<file path="config.mk">
export PLATFORM = sky130hd
export DESIGN_NAME = scanline_irq_unit
export DESIGN_NICKNAME = d
export VERILOG_FILES = /design/src/rtl/scanline_irq_pkg.sv /design/src/rtl/sirq_decode.sv /design/src/rtl/sirq_counter.sv /design/src/rtl/sirq_irq_fsm.sv /design/src/rtl/scanline_irq_unit.sv
export SDC_FILE = /design/constraint.sdc
export NUM_CORES = 1
export LEC_CHECK = 0
export BUFFER_PORTS_ARGS = -buffer_cell sky130_fd_sc_hd__buf_2
export CORE_UTILIZATION = 45
export CTS_BUF_LIST = sky130_fd_sc_hd__clkbuf_8
export DETAILED_ROUTE_END_ITERATION = 10
export GPL_TIMING_DRIVEN = 1
export PLACE_DENSITY = 0.69
export SLEW_MARGIN = 0
export SYNTH_ARGS = -nofsm -noshare
export SYNTH_HDL_FRONTEND = slang
export SYNTH_SLANG_ARGS = --single-unit
</file>
<file path="constraint.sdc">
create_clock -name clk -period 1.7 [get_ports clk]
set_input_delay 0.17 -clock clk [delete_from_list [all_inputs] [get_ports clk]]
set_output_delay 0.17 -clock clk [all_outputs]
set_load 0.01 [all_outputs]
</file>
<file path="src/rtl/scanline_irq_pkg.sv">
package scanline_irq_pkg;

    // Register select formed from address bits {13, 0}
    typedef enum logic [1:0] {
        SEL_LATCH  = 2'b00,
        SEL_RELOAD = 2'b01,
        SEL_ACK    = 2'b10,
        SEL_ENABLE = 2'b11
    } reg_sel_e;

    // Interrupt output state machine
    typedef enum logic {
        IRQ_IDLE   = 1'b0,
        IRQ_RAISED = 1'b1
    } irq_state_e;

    // One-hot write strobes, one per register
    typedef struct packed {
        logic latch_wr;
        logic reload_wr;
        logic ack_wr;
        logic enable_wr;
    } wr_cmd_t;

endpackage

</file>
<file path="src/rtl/sirq_decode.sv">
module sirq_decode
    import scanline_irq_pkg::*;
#(
    parameter int ADDR_W = 16
) (
    input  logic              cpu_we,
    input  logic [ADDR_W-1:0] cpu_addr,
    output wr_cmd_t           cmd
);
    localparam int TOP = ADDR_W - 1;
    localparam int SEL_BIT = ADDR_W - 3;

    logic     in_window;
    reg_sel_e sel;
    logic     unused_addr;

    assign in_window   = cpu_we && (cpu_addr[TOP -: 2] == 2'b11);
    assign sel         = reg_sel_e'({cpu_addr[SEL_BIT], cpu_addr[0]});
    assign unused_addr = ^cpu_addr[SEL_BIT-1:1];

    always_comb begin
        cmd = '0;
        if (in_window) begin
            unique case (sel)
                SEL_LATCH:  cmd.latch_wr  = 1'b1;
                SEL_RELOAD: cmd.reload_wr = 1'b1;
                SEL_ACK:    cmd.ack_wr    = 1'b1;
                SEL_ENABLE: cmd.enable_wr = 1'b1;
            endcase
        end
    end

    // at most one register strobe per write
    always_comb begin
        p_onehot_sel_r1: assert ($onehot0(cmd));
    end

endmodule

</file>
<file path="src/rtl/sirq_counter.sv">
module sirq_counter
    import scanline_irq_pkg::*;
#(
    parameter int DATA_W = 8
) (
    input  logic                     clk,
    input  logic                     rst_n,
    input  wr_cmd_t                  cmd,
    input  logic [DATA_W-1:0]        cpu_data,
    input  logic                     line_pulse,
    output logic signed [DATA_W:0]   count,
    output logic                     enabled,
    output logic                     reset_mode,
    output logic                     load,
    output logic                     expire
);
    localparam int CNT_W = DATA_W + 1;

    logic [DATA_W-1:0]      latch_q;
    logic                   pending_q;
    logic signed [CNT_W-1:0] load_val;
    logic                   non_neg;

    assign non_neg = ~count[CNT_W-1];

    // A counter load from any of the three write paths
    always_comb begin
        load     = 1'b0;
        load_val = $signed({1'b0, latch_q});
        if (cmd.latch_wr && reset_mode) begin
            load     = 1'b1;
            load_val = $signed({1'b0, cpu_data});
        end else if (cmd.reload_wr) begin
            load = 1'b1;
        end else if (cmd.enable_wr && pending_q) begin
            load = 1'b1;
        end
    end

    // Scanline expiry: counter at zero, pulse not overridden by a load
    assign expire = line_pulse && !load && (count == '0);

    always_ff @(posedge clk) begin
        if (!rst_n) begin
            count      <= '0;
            latch_q    <= '0;
            pending_q  <= 1'b0;
            enabled    <= 1'b0;
            reset_mode <= 1'b0;
        end else begin
            if (cmd.latch_wr) begin
                latch_q   <= cpu_data;
                pending_q <= !reset_mode;
            end

            if (load) begin
                count <= load_val;
            end else if (line_pulse && non_neg) begin
                count <= count - CNT_W'(1);
            end

            if (cmd.ack_wr) begin
                enabled <= 1'b0;
            end else if (cmd.enable_wr) begin
                enabled <= 1'b1;
            end

            if (cmd.ack_wr) begin
                reset_mode <= 1'b1;
            end else if (line_pulse) begin
                reset_mode <= 1'b0;
            end
        end
    end

    // a negative counter does not move without a load
    p_neg_hold_r7: assert property (@(posedge clk) disable iff (!rst_n)
        (count < 0 && !load) |=> $stable(count));

    // a reload write lands the old latch value in the counter
    p_reload_r3: assert property (@(posedge clk) disable iff (!rst_n)
        (cmd.reload_wr && !cmd.latch_wr) |=> (count == $signed({1'b0, $past(latch_q)})));

    // a pulse without an acknowledge leaves reset-mode clear
    p_rm_clear_r6: assert property (@(posedge clk) disable iff (!rst_n)
        (line_pulse && !cmd.ack_wr) |=> !reset_mode);

    // an acknowledge leaves the block disabled and in reset-mode
    p_ack_flags_r4: assert property (@(posedge clk) disable iff (!rst_n)
        cmd.ack_wr |=> (!enabled && reset_mode));

endmodule

</file>
<file path="src/rtl/sirq_irq_fsm.sv">
module sirq_irq_fsm
    import scanline_irq_pkg::*;
(
    input  logic clk,
    input  logic rst_n,
    input  logic fire,
    input  logic ack,
    output logic irq
);
    irq_state_e state_q, state_d;

    always_ff @(posedge clk) begin
        if (!rst_n) state_q <= IRQ_IDLE;
        else        state_q <= state_d;
    end

    always_comb begin
        state_d = state_q;
        unique case (state_q)
            IRQ_IDLE:   if (fire && !ack) state_d = IRQ_RAISED;   // FIRE
            IRQ_RAISED: if (ack)          state_d = IRQ_IDLE;     // ACK
        endcase
    end

    always_comb begin
        irq = (state_q == IRQ_RAISED);
    end

    // acknowledge drops the request on the next cycle
    p_ack_drop_r4: assert property (@(posedge clk) disable iff (!rst_n)
        ack |=> !irq);

    // the request holds until acknowledged
    p_irq_hold_r8: assert property (@(posedge clk) disable iff (!rst_n)
        (irq && !ack) |=> irq);

endmodule

</file>
<file path="src/rtl/scanline_irq_unit.sv">
module scanline_irq_unit
    import scanline_irq_pkg::*;
#(
    parameter int ADDR_W = 16,
    parameter int DATA_W = 8
) (
    input  logic              clk,
    input  logic              rst_n,
    input  logic [ADDR_W-1:0] cpu_addr,
    input  logic [DATA_W-1:0] cpu_data,
    input  logic              cpu_we,
    input  logic              line_pulse,
    output logic              irq_o
);
    localparam int CNT_W = DATA_W + 1;

    wr_cmd_t                 cmd;
    logic signed [CNT_W-1:0] count;
    logic                    enabled;
    logic                    reset_mode;
    logic                    load;
    logic                    expire;

    sirq_decode #(.ADDR_W(ADDR_W)) u_decode (
        .cpu_we   (cpu_we),
        .cpu_addr (cpu_addr),
        .cmd      (cmd)
    );

    sirq_counter #(.DATA_W(DATA_W)) u_counter (
        .clk        (clk),
        .rst_n      (rst_n),
        .cmd        (cmd),
        .cpu_data   (cpu_data),
        .line_pulse (line_pulse),
        .count      (count),
        .enabled    (enabled),
        .reset_mode (reset_mode),
        .load       (load),
        .expire     (expire)
    );

    sirq_irq_fsm u_fsm (
        .clk   (clk),
        .rst_n (rst_n),
        .fire  (expire && enabled),
        .ack   (cmd.ack_wr),
        .irq   (irq_o)
    );

    // expiry while enabled raises the request on the next cycle
    p_fire_r6: assert property (@(posedge clk) disable iff (!rst_n)
        (line_pulse && count == 0 && enabled && !load && !cmd.ack_wr) |=> irq_o);

    // a same-cycle load overrides the decrement
    p_load_wins_r10: assert property (@(posedge clk) disable iff (!rst_n)
        (line_pulse && load) |=> (count >= 0));

endmodule

</file>
==> impl_summary.log <==
[metrics] hold buffer count at CTS: 0
[metrics] number of register bits inferred by synthesis: 21
[metrics] share of layout cells above drive strength 1: 0.216
[metrics] Post-Synthesis Mean Instance Area: approximately 8.5 sq um
[metrics] height of the die: 52.7 microns
[metrics] Post-Place Cells: between 150 and 200
[metrics] wire length after detailed routing: approximately 2300 microns
[metrics] number of distinct library cells after synthesis: 43
[metrics] post-synthesis net count: 166
[metrics] relative slew slack: 0.719
[metrics] accumulated negative setup slack: 0 ps
[metrics] number of gates given a new drive strength after cts: 0
[metrics] share of async-settable or async-resettable flops after synthesis: 0
[metrics] Hold Fails Final Rpt: 0
[metrics] Pins Over Slew Limit: 0
[metrics] maximum clock frequency: between 600 and 700 MHz
[metrics] storage element area: approximately 420 sq um
[metrics] Clk pin slew, worst setup/hold paths: 80 ps
[metrics] clock buffer count from CTS: 3
[metrics] cell area after placement: roughly 1200 sq um
[metrics] total global routing overflow: 0
[metrics] kind of start point of the critical path: flip-flop
[metrics] minimum clock period: approximately 1600 ps
[metrics] Worst Setup Slack post-DPL: 178 ps
[metrics] routed vias: 1000
[metrics] DP Wirelength: ~1700 microns
[metrics] Yosys top cell area share: 0.363
[metrics] initial antenna violation count: 0
[metrics] static power due to leakage: around 0.51 nW
[metrics] worst-case clock skew: between 6 and 7 ps
[metrics] final worst slack: ~130 ps
[metrics] top flip-flop cell by instance count after synthesis: sky130_fd_sc_hd__dfxtp_1
[metrics] required time of the critical path: about 1900 ps
[metrics] result of the run: complete, no violations
[metrics] Wirelength per Cell: roughly 13 microns
[metrics] signal arrival time at the worst endpoint: ~1800 ps
[metrics] cell area after synthesis: about 1200 sq um
[metrics] ratio of final minimum period to clock period: 0.924
[metrics] placeable core region: 2450 sq um
[metrics] Antenna Nets Post-Route: 0
[metrics] cells along the critical path: inv_1, ha_1, nand2b_4, nor4_4, xnor2_1, a211o_1, a31oi_1
[metrics] GRT Resource Usage Total: 0.193
[metrics] row count: 18
[metrics] synthesis warning total: 0
[metrics] routability congestion estimate: slightly above 0.8
[metrics] total of fill cells in the finished design: between 200 and 250
[metrics] effective utilization at floorplan: 0.472
[metrics] most frequent cell after synthesis: sky130_fd_sc_hd__nand2_1
[metrics] longest individual stage delay on the worst path: between 300 and 400 ps
[metrics] cell taking the most area after synthesis: sky130_fd_sc_hd__dfxtp_1
[metrics] DR vias/cell: about 5.5
[metrics] Hold Worst Slack: around 150 ps
[metrics] Worst Hold Class: in2reg
[metrics] area taken by multi-input logic gates: 671 sq um
[metrics] number of global-route vias before repair: ~860
[metrics] Layout Area Growth over Synthesis: 10.9%
[metrics] final setup fails: 0
[metrics] largest voltage drop on the vdd net: between 0.5 and 0.6 mV
[metrics] Post-layout nets: roughly 180
[metrics] power density cells: between 900 and 1000 nW/um^2
[metrics] total DRC errors in the routed layout: 0
[metrics] CTS H-tree depth: 1
[metrics] global-route wire length before repair: 3880 microns
[metrics] commonest cells in the synthesized netlist: 31 x sky130_fd_sc_hd__nand2_1, 21 x sky130_fd_sc_hd__dfxtp_1, 9 x sky130_fd_sc_hd__a21boi_1, 6 x sky130_fd_sc_hd__a31oi_1, 6 x sky130_fd_sc_hd__nor2_1
[metrics] Synth Instances: between 100 and 150
[metrics] DIE WIDTH: roughly 53 microns
[metrics] Maximum Capacitance Violations: 0
[metrics] reg2reg setup slack: between 100 and 150 ps
[metrics] largest fanout on the critical path: 4
[metrics] Pre-antenna DRT Iters: 4
[metrics] sink count of the clock tree: 21
[metrics] largest net degree at the start of global routing: 23
[metrics] leading post-synthesis cells by cell area: sky130_fd_sc_hd__dfxtp_1 36%, sky130_fd_sc_hd__nand2_1 10%, sky130_fd_sc_hd__a21boi_1 5.8%
[metrics] clock network latency to the later pin of the worst-skew pair: ~260 ps
[metrics] transition at the pin with the smallest max-transition slack: 418 ps
[metrics] number of synthesized flops with an enable pin: 0
[metrics] final antenna diode count: 0
[metrics] # port buffers: 16
[metrics] clock tree buffer depth: 2
[metrics] I/O pin cnt: 29
[metrics] number of DRC violations after detailed-routing iteration 0: 19
[metrics] TritonCTS clock tree: done
[metrics] register area share after synthesis: 0.363
[metrics] floorplan die area: about 2800 sq um
[metrics] RSZ-0062 raised after global routing: no
[metrics] endpoint type of the worst setup path: flip-flop
[metrics] Crit Path Category: reg2reg
[metrics] final instance count without filler cells: 183
[metrics] Clk Tree Root Cell: sky130_fd_sc_hd__clkbuf_8
[metrics] slowest library cell on the worst path: sky130_fd_sc_hd__dfxtp_1
[metrics] cell area after layout: roughly 1300 sq um
[metrics] number of setup buffers added after CTS: 0
cell families after synthesis:
kind of cell,count (synthesis),synth area share
AND/OR/NAND/NOR,64,0.311
adder cells (fa/ha/maj),1,0.0108
AO/OA/AOI/OAI,39,0.234
XOR/XNOR,3,0.0227
flip-flops,21,0.363
buffers and inverters,9,0.0583
per-layer routing:
| layer | global-route usage | up-vias | part of all wire |
|---|---|---|---|
| met5 | 0 | - | 0 |
| met4 | 0.0658 | 0 | 0.0086 |
| met3 | 0.0348 | 4 | 0.031 |
| met2 | 0.306 | 15 | 0.45 |
| met1 | 0.261 | 459 | 0.51 |
| li1 | - | 522 | - |
cell usage in the layout (no fill, tap or decap), types with 3 or more instances in the layout:
cell / instances
sky130_fd_sc_hd__a21boi_1: 9
sky130_fd_sc_hd__a31oi_1: 6
sky130_fd_sc_hd__buf_2: 16
sky130_fd_sc_hd__buf_4: 3
sky130_fd_sc_hd__clkbuf_8: 3
sky130_fd_sc_hd__dfxtp_1: 21
sky130_fd_sc_hd__nand2_1: 31
sky130_fd_sc_hd__nand3_1: 5
sky130_fd_sc_hd__nor2_1: 6
sky130_fd_sc_hd__o211ai_1: 3
sky130_fd_sc_hd__o21ai_0: 5
sky130_fd_sc_hd__o21ai_1: 5
sequential cells by signal, indices dropped and copies added, names as in the netlist:
signal and cells:
u_counter.count 9, u_counter.enabled 1, u_counter.latch_q 8, u_counter.pending_q 1, u_counter.reset_mode 1, u_fsm.irq 1
critical path: cells and delay by family, from the launching register on:
kind / cells / cell delay, ps
xor+xnor: 1 / 110
flops: 1 / 340
buf+inv: 1 / 100
fa+ha+maj: 1 / 260
simple gates: 2 / 230
compound gates: 2 / 450
where the power goes:
part | internal [mW] | switching (mW) | total, mW
Combinational | 0.156 | 0.150 | 0.306
Clock | 0.163 | 0.165 | 0.329
Sequential | 0.532 | 0.0502 | 0.582
cell type report:
| cell class | count | area share |
|---|---|---|
| timing repair buffer | 19 | 0.0798 |
| multi-input combinational | 107 | 0.522 |
| clock inverter | 1 | 0.00389 |
| sequential | 21 | 0.327 |
| inverter | 2 | 0.00584 |
| tap | 30 | 0.0292 |
| clock buffer | 3 | 0.0321 |
path summary, 6_finish.rpt:
path | start | end | cells after the start
worst max-delay path | u_counter.count[0] | u_counter.count[6] | 7
worst max register to register | u_counter.count[0] | u_counter.count[6] | 7
worst min register to register | u_counter.latch_q[5] | u_counter.latch_q[5] | 2
worst min-delay path | cpu_data[0] | u_counter.count[0] | 3
per-stage QoR:
stage	total power [mW]	util
2_1_floorplan	0.823	-
3_3_place_gp	0.888	0.505
3_5_place_dp	0.896	0.505
4_1_cts	1.22	0.523
5_1_grt	1.29	0.523
6_report	1.22	0.523
(Power assumes the default switching activity.)
